## config.mk

```make
export PLATFORM = sky130hd
export DESIGN_NAME = mgpio_port
export DESIGN_NICKNAME = d
export VERILOG_FILES = /design/src/rtl/mgpio_pkg.sv /design/src/rtl/mgpio_sync.sv /design/src/rtl/mgpio_decode.sv /design/src/rtl/mgpio_regs.sv /design/src/rtl/mgpio_rdata.sv /design/src/rtl/mgpio_port.sv
export SDC_FILE = /design/constraint.sdc
export NUM_CORES = 1
export LEC_CHECK = 0
export ABC_AREA = 0
export ABC_CLOCK_PERIOD_IN_PS = 2900
export CORE_ASPECT_RATIO = 0.5
export CORE_MARGIN = 3
export CORE_UTILIZATION = 35
export DETAILED_ROUTE_END_ITERATION = 16
export GPL_TIMING_DRIVEN = 0
export HOLD_SLACK_MARGIN = 0.02
export MAX_ROUTING_LAYER = met4
export PLACE_DENSITY_LB_ADDON = 0.25
export REMOVE_ABC_BUFFERS = 1
export SLEW_MARGIN = 20
export SYNTH_ARGS = -nofsm -noshare
export SYNTH_HDL_FRONTEND = slang
export SYNTH_HIERARCHICAL = 1
export SYNTH_SLANG_ARGS = --single-unit
```

## constraint.sdc

```tcl
create_clock -name clk -period 2.9 [get_ports clk]
set_input_delay 0.29 -clock clk [delete_from_list [all_inputs] [get_ports clk]]
set_output_delay 0.29 -clock clk [all_outputs]
set_load 0.01 [all_outputs]
```

## src/rtl/mgpio_pkg.sv

```systemverilog
package mgpio_pkg;
  // Register slots above the data window; the slot order follows the address offsets.
  typedef enum logic [2:0] {
    RS_DIR    = 3'd0,
    RS_SENSE  = 3'd1,
    RS_BOTH   = 3'd2,
    RS_EVENT  = 3'd3,
    RS_ENABLE = 3'd4,
    RS_RAW    = 3'd5,
    RS_MASKED = 3'd6,
    RS_CLEAR  = 3'd7
  } reg_sel_e;

  localparam int unsigned NUM_CFG = 4;

  typedef struct packed {
    logic     wr;      // write access phase
    logic     rd;      // read setup phase
    logic     window;  // aligned access inside the data window
    logic     regs;    // aligned access inside the register block
    reg_sel_e sel;
  } bus_dec_t;
endpackage

```

## src/rtl/mgpio_sync.sv

```systemverilog
module mgpio_sync #(
  parameter int unsigned WIDTH  = 8,
  parameter int unsigned STAGES = 2
) (
  input  logic             clk,
  input  logic             rst,
  input  logic [WIDTH-1:0] d_in,
  output logic [WIDTH-1:0] d_out
);
  logic [WIDTH-1:0] stage_q [STAGES];

  for (genvar s = 0; s < STAGES; s++) begin : g_stage
    always_ff @(posedge clk) begin
      if (rst) begin
        stage_q[s] <= '0;
      end else if (s == 0) begin
        stage_q[s] <= d_in;
      end else begin
        stage_q[s] <= stage_q[(s == 0) ? 0 : s-1];
      end
    end
  end

  assign d_out = stage_q[STAGES-1];
endmodule

```

## src/rtl/mgpio_decode.sv

```systemverilog
module mgpio_decode
  import mgpio_pkg::*;
#(
  parameter int unsigned NUM_PINS = 8,
  parameter int unsigned ADDR_W   = 12
) (
  input  logic                psel,
  input  logic                penable,
  input  logic                pwrite,
  input  logic [ADDR_W-1:0]   paddr,
  output bus_dec_t            dec,
  output logic [NUM_PINS-1:0] mask
);
  localparam int unsigned PAGE_W = ADDR_W - 10;

  logic aligned;
  logic [PAGE_W-1:0] page;

  assign aligned = (paddr[1:0] == 2'b00);
  assign page    = paddr[ADDR_W-1:10];

  always_comb begin
    dec.wr     = psel && penable && pwrite;
    dec.rd     = psel && !penable && !pwrite;
    dec.window = aligned && (page == '0);
    dec.regs   = aligned && (page == PAGE_W'(1)) && (paddr[9:5] == 5'd0);
    dec.sel    = reg_sel_e'(paddr[4:2]);
  end

  assign mask = paddr[NUM_PINS+1:2];
endmodule

```

## src/rtl/mgpio_regs.sv

```systemverilog
module mgpio_regs
  import mgpio_pkg::*;
#(
  parameter int unsigned NUM_PINS = 8
) (
  input  logic                clk,
  input  logic                rst,
  input  bus_dec_t            dec,
  input  logic [NUM_PINS-1:0] mask,
  input  logic [NUM_PINS-1:0] wdata,
  output logic [NUM_PINS-1:0] dir_q,
  output logic [NUM_PINS-1:0] out_q,
  output logic [NUM_PINS-1:0] cfg_q [NUM_CFG],
  output logic [NUM_PINS-1:0] clear_q
);
  logic wr_win;
  logic wr_reg;

  assign wr_win = dec.wr && dec.window;
  assign wr_reg = dec.wr && dec.regs;

  // Output data: only masked bits change.
  always_ff @(posedge clk) begin
    if (rst) begin
      out_q <= '0;
    end else if (wr_win) begin
      out_q <= (out_q & ~mask) | (wdata & mask);
    end
  end

  always_ff @(posedge clk) begin
    if (rst) begin
      dir_q <= '0;
    end else if (wr_reg && dec.sel == RS_DIR) begin
      dir_q <= wdata;
    end
  end

  // Interrupt configuration registers occupy consecutive slots after RS_DIR.
  for (genvar c = 0; c < NUM_CFG; c++) begin : g_cfg
    localparam logic [2:0] SLOT = 3'(RS_SENSE) + 3'(c);
    always_ff @(posedge clk) begin
      if (rst) begin
        cfg_q[c] <= '0;
      end else if (wr_reg && dec.sel == reg_sel_e'(SLOT)) begin
        cfg_q[c] <= wdata;
      end
    end
  end

  always_ff @(posedge clk) begin
    if (rst) begin
      clear_q <= '0;
    end else if (wr_reg && dec.sel == RS_CLEAR) begin
      clear_q <= wdata;
    end else begin
      clear_q <= '0;
    end
  end
endmodule

```

## src/rtl/mgpio_rdata.sv

```systemverilog
module mgpio_rdata
  import mgpio_pkg::*;
#(
  parameter int unsigned NUM_PINS = 8
) (
  input  logic                clk,
  input  logic                rst,
  input  bus_dec_t            dec,
  input  logic [NUM_PINS-1:0] mask,
  input  logic [NUM_PINS-1:0] pins,
  input  logic [NUM_PINS-1:0] dir_q,
  input  logic [NUM_PINS-1:0] cfg_q [NUM_CFG],
  input  logic [NUM_PINS-1:0] irq_raw,
  output logic [NUM_PINS-1:0] rdata_q
);
  logic [NUM_PINS-1:0] rd_nxt;

  always_comb begin
    rd_nxt = '0;
    if (dec.window) begin
      rd_nxt = pins & mask;
    end else if (dec.regs) begin
      unique case (dec.sel)
        RS_DIR:    rd_nxt = dir_q;
        RS_SENSE:  rd_nxt = cfg_q[0];
        RS_BOTH:   rd_nxt = cfg_q[1];
        RS_EVENT:  rd_nxt = cfg_q[2];
        RS_ENABLE: rd_nxt = cfg_q[3];
        RS_RAW:    rd_nxt = irq_raw;
        RS_MASKED: rd_nxt = irq_raw & cfg_q[3];
        RS_CLEAR:  rd_nxt = '0;
        default:   rd_nxt = '0;
      endcase
    end
  end

  // Captured at the end of the setup phase so it is steady through the access phase.
  always_ff @(posedge clk) begin
    if (rst) begin
      rdata_q <= '0;
    end else if (dec.rd) begin
      rdata_q <= rd_nxt;
    end
  end
endmodule

```

## src/rtl/mgpio_port.sv

```systemverilog
module mgpio_port
  import mgpio_pkg::*;
#(
  parameter int unsigned NUM_PINS    = 8,
  parameter int unsigned ADDR_W      = 12,
  parameter int unsigned SYNC_STAGES = 2
) (
  input  logic                clk,
  input  logic                rst,
  input  logic                psel,
  input  logic                penable,
  input  logic                pwrite,
  input  logic [ADDR_W-1:0]   paddr,
  input  logic [NUM_PINS-1:0] pwdata,
  output logic [NUM_PINS-1:0] prdata,
  input  logic [NUM_PINS-1:0] pad_in,
  output logic [NUM_PINS-1:0] pad_oe,
  output logic [NUM_PINS-1:0] pad_out,
  output logic [NUM_PINS-1:0] pins_sync,
  input  logic [NUM_PINS-1:0] irq_raw,
  output logic [NUM_PINS-1:0] irq_sense,
  output logic [NUM_PINS-1:0] irq_both,
  output logic [NUM_PINS-1:0] irq_event,
  output logic [NUM_PINS-1:0] irq_enable,
  output logic [NUM_PINS-1:0] irq_clear
);
  bus_dec_t            dec;
  logic [NUM_PINS-1:0] mask;
  logic [NUM_PINS-1:0] dir_q;
  logic [NUM_PINS-1:0] out_q;
  logic [NUM_PINS-1:0] cfg_q [NUM_CFG];
  logic [NUM_PINS-1:0] clear_q;

  mgpio_sync #(.WIDTH(NUM_PINS), .STAGES(SYNC_STAGES)) sync_i (
    .clk   (clk),
    .rst   (rst),
    .d_in  (pad_in),
    .d_out (pins_sync)
  );

  mgpio_decode #(.NUM_PINS(NUM_PINS), .ADDR_W(ADDR_W)) dec_i (
    .psel    (psel),
    .penable (penable),
    .pwrite  (pwrite),
    .paddr   (paddr),
    .dec     (dec),
    .mask    (mask)
  );

  mgpio_regs #(.NUM_PINS(NUM_PINS)) regs_i (
    .clk     (clk),
    .rst     (rst),
    .dec     (dec),
    .mask    (mask),
    .wdata   (pwdata),
    .dir_q   (dir_q),
    .out_q   (out_q),
    .cfg_q   (cfg_q),
    .clear_q (clear_q)
  );

  mgpio_rdata #(.NUM_PINS(NUM_PINS)) rdata_i (
    .clk     (clk),
    .rst     (rst),
    .dec     (dec),
    .mask    (mask),
    .pins    (pins_sync),
    .dir_q   (dir_q),
    .cfg_q   (cfg_q),
    .irq_raw (irq_raw),
    .rdata_q (prdata)
  );

  assign pad_oe     = dir_q;
  assign pad_out    = out_q;
  assign irq_sense  = cfg_q[0];
  assign irq_both   = cfg_q[1];
  assign irq_event  = cfg_q[2];
  assign irq_enable = cfg_q[3];
  assign irq_clear  = clear_q;
endmodule

```

# After elaboration in Yosys (flattened, before gate mapping)

Memories as Yosys holds them, arrays and structs flattened.
Cells that the tools add are included.

Register bits after elaboration: 64
Memories kept: 1
Logic and storage cells: 56
Input bits: 41
Output and inout bits: 72
Bits in writable memories: 16

Multiplexer cells: 8
Equality and inequality tests: 8
Reduce and logical (&&, ||, !) cells: 22
Bitwise operators: 9

Memories:

| name           | depth | bits a word | read ports | clocked after Yosys merged registers in | write ports | line             | text |
|---|---|---|---|---|---|---|---|
| sync_i.stage_q | 2     | 8           | 2          | 0                                       | 2           | mgpio_sync.sv:10 | `logic [WIDTH-1:0] stage_q [STAGES];` |

Operators by type and width:

| cell                                           | count |
|---|---|
| one-hot mux 8 bit (8 select lines)             | 1 |
| AND 8 bit                                      | 4 |
| 2-to-1 mux 8 bit                               | 4 |
| logical AND 1 bit                              | 15 |
| == test 3 bit (second input constant)          | 4 |
| inverter 8 bit                                 | 1 |
| OR 8 bit                                       | 1 |
| == test 3 x 2 -> 1 bit (second input constant) | 2 |
| logical NOT 5 bit                              | 1 |
| logical NOT 2 bit                              | 2 |
| == test 3 x 1 -> 1 bit (second input constant) | 1 |
| logical NOT 3 bit                              | 1 |
| 2-to-1 mux 1 bit                               | 3 |
| == test 2 x 1 -> 1 bit (second input constant) | 1 |
| logical NOT 1 bit                              | 2 |
| OR 1 bit                                       | 2 |
| OR reduction 2 bit                             | 1 |
| inverter 1 bit                                 | 1 |

# Logic depth before layout (Yosys ltp)

Gate-level depths: netlist of run 1.

Depth in word-level cells: 7
Depth in mapped cells: 7

# Cells and area by module

Netlist of run 1, hierarchy kept.

By module, submodules not included:

| module       | cells an instance | times used | sequential area each (um^2) | area each (um^2) |
|---|---|---|---|---|
| mgpio_regs   | 206               | 1          | 1,121.1                     | 2,174.6 |
| mgpio_rdata  | 120               | 1          | 160.2                       | 883.3 |
| mgpio_sync   | 33                | 1          | 320.3                       | 464.2 |
| mgpio_decode | 17                | 1          | 0.0                         | 123.9 |

# Worst setup path before layout of run 1

OpenSTA, ideal clock, no wires.

Path type: input -> register
Start point: input paddr[6]
End point: register regs_i/cfg_q[17] (netlist bit)
Stages: 5
Setup slack: 1.207 ns
Library setup time: 0.072 ns
Data arrival time: 1.622 ns
Required time: 2.828 ns
Path buffers: 0
Cell sequence: nor4_1 > and4b_1 > nand3b_4 > nor3b_2 > mux2i_1

RTL lines:

| item                          | line             | text |
|---|---|---|
| start, declared               | mgpio_port.sv:13 | `input logic [ADDR_W-1:0] paddr,` |
| end signal, assigned by index | mgpio_regs.sv:46 | `cfg_q[c] <= wdata;` |
| end, declared                 | mgpio_regs.sv:13 | `output logic [NUM_PINS-1:0] cfg_q [NUM_CFG],` |

# Worst setup path in the final report of run 1

Start point: input paddr[3]
End point: register regs_i.clear_q[1]

Longest elaborated chain between the ends: 4

RTL lines:

| item                         | line             | text |
|---|---|---|
| == test 3 bit                | mgpio_regs.sv:54 | `end else if (wr_reg && dec.sel == RS_CLEAR) begin` |
| logical AND 1 bit            | mgpio_regs.sv:54 |  |
| inverter 1 bit (no line)     | -                |  |
| OR reduction 2 bit (no line) | -                |  |
| end signal, assigned         | mgpio_regs.sv:55 | `clear_q <= wdata;` |
| end, declared                | mgpio_regs.sv:14 | `output logic [NUM_PINS-1:0] clear_q` |

Every way passes these cells.
A chain may end at the register's enable or synchronous reset.

==> results of run 1 <==
## power by group through the flow
stage / Sequential (mW) / Clock [mW] / Combinational [mW]
final: 1.12 / 1.15 / 0.206
after global routing: 1.12 / 1.22 / 0.220
after CTS: 1.12 / 1.17 / 0.208
after detailed placement: 1.14 / 0 / 0.206
after global placement: 1.14 / 0 / 0.201
after floorplan: 1.15 / 0 / 0.0657
## placed cells by master (no fill, tap or decap), types with 2 or more instances in the layout
master                            instances
sky130_fd_sc_hd__clkdlybuf4s50_1        110
sky130_fd_sc_hd__dfxtp_1                 80
sky130_fd_sc_hd__mux2i_1                 48
sky130_fd_sc_hd__nand2b_1                47
sky130_fd_sc_hd__nor2b_1                 18
sky130_fd_sc_hd__o21ai_0                 18
sky130_fd_sc_hd__nor2_1                  17
sky130_fd_sc_hd__nand3_1                 15
sky130_fd_sc_hd__clkbuf_16                9
sky130_fd_sc_hd__nand2_1                  8
sky130_fd_sc_hd__and2_1                   8
sky130_fd_sc_hd__a21oi_1                  7
sky130_fd_sc_hd__a211oi_1                 7
sky130_fd_sc_hd__and2b_2                  7
sky130_fd_sc_hd__nor2b_2                  7
sky130_fd_sc_hd__inv_1                    6
sky130_fd_sc_hd__o21ai_1                  5
sky130_fd_sc_hd__a31oi_1                  5
sky130_fd_sc_hd__nor3_1                   4
sky130_fd_sc_hd__a221oi_1                 4
sky130_fd_sc_hd__a311o_1                  4
sky130_fd_sc_hd__clkbuf_1                 3
sky130_fd_sc_hd__buf_4                    3
sky130_fd_sc_hd__or3_1                    3
sky130_fd_sc_hd__nand3b_1                 3
sky130_fd_sc_hd__a41oi_1                  3
sky130_fd_sc_hd__clkbuf_8                 2
sky130_fd_sc_hd__nor3b_2                  2
sky130_fd_sc_hd__buf_2                    2
sky130_fd_sc_hd__o32ai_1                  2
## state kept, by name (all words and copies together) (netlist names), named ones only
name	cells
rdata_i/rdata_q	8
regs_i/cfg_q	32
regs_i/clear_q	8
regs_i/dir_q	8
sync_i/stage_q	16
## cell families after synthesis
family / after synthesis / share of synthesized area [%]
compound gates: 60 / 11.0
simple gates: 148 / 25.0
buf+inv: 39 / 6.28
mux: 49 / 13.8
flops: 80 / 43.9
## area by class of cell
| class | count | area [sq um] |
|---|---|---|
| repair buffers | 116 | 1160 |
| well taps | 135 | 169 |
| clock buffers | 14 | 264 |
| inverters | 6 | 22.5 |
| fillers | 895 | 4700 |
| clock inverters | 2 | 37.5 |
| multi-input cells | 257 | 1830 |
| flip-flops and latches | 80 | 1600 |
## worst min path at each step
stage	slack (ns)	endpoint	startpoint	cells after the start
floorplan	0.36	sync_i/stage_q[0][3]	rst	1
global placement	0.42	sync_i/stage_q[1][0]	sync_i/stage_q[0][0]	1
detailed placement	0.42	sync_i/stage_q[1][6]	sync_i/stage_q[0][6]	1
CTS	0.43	sync_i/stage_q[1][6]	sync_i/stage_q[0][6]	1
global route	0.44	sync_i/stage_q[1][6]	sync_i/stage_q[0][6]	1
finish	0.43	sync_i/stage_q[1][6]	sync_i/stage_q[0][6]	1
## through the flow
step	hold WS [ns]	total power, mW	cells	setup WS [ns]
after global routing	0.444	2.56	610	0.287
after CTS	0.434	2.49	610	0.129
final	0.434	2.48	610	0.421
after floorplan	0.356	1.21	343	0.501
after global placement	0.417	1.34	590	-1.57
after detailed placement	0.420	1.35	594	-0.186
## critical path, delay by kind of cell
kind,cells,cell delay [ns]
AND/OR/NAND/NOR,3,1.39
buffers and inverters,1,1.05
## layer usage
layer | GRT usage [%] | up-vias | part of all wire (%) | routed length [microns]
met2 | 28.3 | 58 | 44 | 4630
met4 | 3.83 | 0 | 0.75 | 78
met5 | - | - | 0 | 0
li1 | - | 1486 | - | -
met1 | 24.6 | 1431 | 51 | 5300
met3 | 5.02 | 5 | 4.2 | 434
==> metrics.yaml, run 1 <==
outcome: "complete, no violations"
p_seq_share_pct: 45.2
wire_length_of_the_first_global_routing_pass_microns: 16200
cts_inserted_buffers: 9
synth.largest_area_cell: "sky130_fd_sc_hd__dfxtp_1"
clk-insertion-delay-late_ns: 0.33
final_layout_size_suffix_gt1_share_pct: 8.84
floorplan.initialDensity_pct: 37.2
io_buffer_count: 112
hold_buffers: 0
clock_tree_from_tritoncts: "yes"
required_ns: 3.17
grt_util_all_layers_pct: 18.5
layout.nets: 511
critical_path.reg2reg.startpoint: "regs_i/cfg_q[27]"
timing.final.hold_violations: 0
placeableCoreArea_sq_um: 9790
power.density_cell_area_nw_per_um2: 487
chipWidth_microns: 150
detail-route-antenna-nets: 0
synth.ff_latch_count: 80
power.share.switching_pct: 21.9
finalCoreUtilization_pct: 52.0
route.detailed.vias_per_inst: 4.89
detail_route.drc_violations: 0
crit_chain: "clkdlybuf4s50_1, nand2_1, nor3_2, and2_1"
synth_common_cells: "80 x sky130_fd_sc_hd__dfxtp_1, 48 x sky130_fd_sc_hd__mux2i_1, 47 x sky130_fd_sc_hd__nand2b_1"
grt_antenna_before_repair: 0
setup.worst_path.end: "regs_i/clear_q[1]"
worst_slew_margin_rel_pct: 27.1
reg2reg_depth: 4
cp_slowest_cell: "sky130_fd_sc_hd__clkdlybuf4s50_1"
max-clock-path-buffers: 2
antenna-diode-count: 0
place_hpwl_microns: 7260
syn-mean-instance-area_sq_um: 9.70
syn-cell-area_sq_um: 3650
synth_most_common_cell: "sky130_fd_sc_hd__dfxtp_1"
yosysWarningCount: 6
grt_start_max_net_pins: 83
end_kind: "flop"
cts_htree_levels: 3
post_detailed_route_wirelength_per_cell_microns: 17.1
timing.setup.critical_path_class: "in -> reg"
async_flop_share_pct: 0
syn_inst: 376
max_freq_ghz: 0.403
placed_area_sq_um: 4790
fin_clk_skew_ns: 0.00549
finalSetupTns_ns: 0
globalRouteOverflowTotal: 0
pin_count: 113
area_growth_pct: 39.5
dieArea_sq_um: 11800
vias: 2980
cts-root-buf: "sky130_fd_sc_hd__clkbuf_16"
final_cell_area_sq_um: 5090
cts_setup_buffers: 0
worst-r2r-setup-slack_ns: 1.58
synth_edf_count: 0
cp-startpoint: "paddr[3]"
hold_class: "reg -> reg"
combPwrFrac_pct: 8.3
share_of_the_clock_period_used_by_the_worst_path_after_layout_pct: 85.5
placement_row_count: 25
clock_sink_count: 80
synth_cell_type_count: 43
worst_slew_pin_slew_ns: 1.09
synth_largest_type_area_fraction_pct: 43.9
synth.area.top_cells: "sky130_fd_sc_hd__dfxtp_1 44%, sky130_fd_sc_hd__mux2i_1 13%, sky130_fd_sc_hd__nand2b_1 8.1%"
timing.critical_path.fanout_max: 24
irDropWorstVdd_v: 0.000272
cts-resized-gates: 0
place.gp.congestion: 0.765
clkPwrFrac_pct: 46.5
grt_pass1_vias: 2952
die_height_microns: 78.2
path_clk_slew_ns: 0.06
timing.final.max_slew_violations: 0
rsz_0062_raised_after_global_routing: "false"
p_sw_mw: 0.542
power.static_leakage_nw: 2.03
slowest_delay_ns: 1.05
drt_pass1_iterations: 5
critical_path_arrival_ns: 2.75
totalWireLength_microns: 10400
cellInternalPower_mw: 1.93
drt_iter0_markers: 156
seq_area_frac_synth_pct: 43.9
synth_flop_cell: "sky130_fd_sc_hd__dfxtp_1"
setup_viol_count_final: 0
period_needed_ns: 2.48
cap_viol_max_count: 0
start_kind: "input pin"
r2r-end: "rdata_i/rdata_q[3]"
Power figures use the tool's default switching activity.
==> run 2, diff against run 1 <==
--- a/config.mk
+++ b/config.mk
@@ -6,9 +6,9 @@
 export NUM_CORES = 1
 export LEC_CHECK = 0
 export ABC_AREA = 0
-export ABC_CLOCK_PERIOD_IN_PS = 2900
+export ABC_CLOCK_PERIOD_IN_PS = 3000
 export CORE_ASPECT_RATIO = 0.5
-export CORE_MARGIN = 3
+export CORE_MARGIN = 2
 export CORE_UTILIZATION = 35
 export DETAILED_ROUTE_END_ITERATION = 16
 export GPL_TIMING_DRIVEN = 0
==> constraint.sdc (replaced) <==
create_clock -name clk -period 3 [get_ports clk]
set_input_delay 0.3 -clock clk [delete_from_list [all_inputs] [get_ports clk]]
set_output_delay 0.3 -clock clk [all_outputs]
set_load 0.01 [all_outputs]
==> run 2 against run 1 <==
Global-route usage is essentially flat. Hold slack better by 0.0032 ns. Combinational power shrank 5%. Die area fell by 3.9%. Via count down 2.6%. Design area shrank 0.69%. First-iteration DRC count up 2.6%. Worst setup slack better by 0.081 ns. Power decreased by 5.5%. Clock power down 8%. Routed wire length is 3.7% lower. Largest cell class unchanged. Highest routed layer unchanged.
==> metrics.yaml, run 2 (same netlist as run 1, synthesis figures left out) <==
outcome: "complete, no violations"
clock_tree_from_tritoncts: "yes"
placement_row_count: 26
vias: 2903
grt_start_max_net_pins: 83
cts-resized-gates: 0
reg_top3: "regs_i/cfg_q x32, sync_i/stage_q x16"
die_height_microns: 76.2
final_cell_count_no_fill: 613
wl_met1_microns: 5060
drt_pass1_iterations: 4
max_freq_ghz: 0.400
place_inst: 598
antenna-diode-count: 0
share_of_the_clock_period_used_by_the_worst_path_after_layout_pct: 83.3
clock_sink_count: 80
post_detailed_route_wirelength_per_cell_microns: 16.4
postLayoutSetupSlackWorst_ns: 0.502
max-clock-path-buffers: 2
globalRouteOverflowTotal: 0
placeableCoreArea_sq_um: 10200
totalWireLength_microns: 10100
routed-wl-met2_microns: 4240
register_area_sq_um: 1600
highest-signal-layer: "met4"
cts_inserted_buffers: 9
area_growth_pct: 38.6
place_worst_setup_slack_ns: 0.101
largest_register_ff_count: 32
cts-root-buf: "sky130_fd_sc_hd__clkbuf_16"
power.density_cell_area_nw_per_um2: 463
clk-insertion-delay-late_ns: 0.33
cts_htree_levels: 3
cts_setup_buffers: 0
met3_length_microns: 675
final_layout_size_suffix_gt1_share_pct: 9.09
final_cell_area_sq_um: 5050
detail-route-antenna-nets: 0
io_buffer_count: 112
setup_viol_count_final: 0
commonest_non_fill_non_tap_cells_in_the_layout: "110 x sky130_fd_sc_hd__clkdlybuf4s50_1, 80 x sky130_fd_sc_hd__dfxtp_1, 48 x sky130_fd_sc_hd__mux2i_1, 47 x sky130_fd_sc_hd__nand2b_1"
area_occupied_by_multi_input_gates_sq_um: 1830
critical_path.reg2reg.startpoint: "regs_i/cfg_q[7]"
chipWidth_microns: 148
end_kind: "flop"
hold_class: "reg -> reg"
drt_iter0_markers: 160
grt_antenna_before_repair: 0
worst_slew_margin_rel_pct: 34.4
worst_slew_pin_slew_ns: 0.981
grt_pass1_vias: 2761
layout_commonest_cell: "sky130_fd_sc_hd__clkdlybuf4s50_1"
placed_area_sq_um: 4770
rsz_0062_raised_after_global_routing: "false"
fin_clk_skew_ns: 0.00279
required_ns: 3.28
path_clk_slew_ns: 0.06
wire_length_of_the_first_global_routing_pass_microns: 15600
layout.nets: 510
start_kind: "input pin"
layout.filler_cells: 984
floorplan.initialDensity_pct: 35.8
detail_route.drc_violations: 0
hold_start: "sync_i/stage_q[0][4]"
critical_path_arrival_ns: 2.77
place_hpwl_microns: 7030
finalSetupTns_ns: 0
cap_viol_max_count: 0
route.detailed.vias_per_inst: 4.74
fin_total_pwr_mw: 2.34
timing.final.hold_violations: 0
power.static_leakage_nw: 2.01
period_needed_ns: 2.50
timing.critical_path.fanout_max: 24
place.gp.congestion: 0.777
dieArea_sq_um: 11300
pin_count: 113
grt_util_all_layers_pct: 18.4
timing.final.max_slew_violations: 0
hold_buffers: 0
timing.setup.critical_path_class: "in -> reg"
irDropWorstVdd_v: 0.000315
cp-startpoint: "paddr[3]"
registers.top_by_ff_count: "regs_i/cfg_q"
-- run 2: report_power, final --
group / internal (mW) / switching (mW) / leakage (nW)
sequential: 1.08 / 0.00566 / 0.648
clock: 0.636 / 0.426 / 0.141
combinational: 0.0989 / 0.0961 / 1.22
total: 1.81 / 0.528 / 2.01
-- run 2: per-layer routing --
layer | track usage, % | up-vias
met5 | - | -
met4 | 4.57 | 0
met3 | 4.55 | 6
met2 | 26.1 | 83
met1 | 26.2 | 1330
li1 | - | 1484
-- run 2: worst max-delay path, cell delays in order --
cell,delay [ns]
sky130_fd_sc_hd__clkdlybuf4s50_1,1.07
sky130_fd_sc_hd__nand2_1,0.43
sky130_fd_sc_hd__nor3_2,0.74
sky130_fd_sc_hd__and2_1,0.22
-- run 2: through the flow --
stage | util [%] | hold WS, ns
floorplan | - | 0.366
global placement | 46.5 | 0.418
detailed placement | 46.8 | 0.422
CTS | 49.6 | 0.441
global route | 49.6 | 0.461
finish | 49.6 | 0.437
-- run 2: path summary, 6_finish.rpt --
path	endpoint	slack, ns	depth (start not counted)
hold / removal	sync_i/stage_q[1][4]	0.44	1
hold reg to reg	sync_i/stage_q[1][4]	0.44	1
setup / recovery	regs_i/clear_q[2]	0.50	4
setup reg to reg	rdata_i/rdata_q[7]	1.67	4
-- run 2: area by class of cell --
type | instances | share of cell area, %
clock buffers | 9 | 4.46
clock inverters | 6 | 1.21
inverters | 6 | 0.446
multi-input cells | 257 | 36.3
flip-flops and latches | 80 | 31.7
well taps | 140 | 3.47
repair buffers | 115 | 22.5
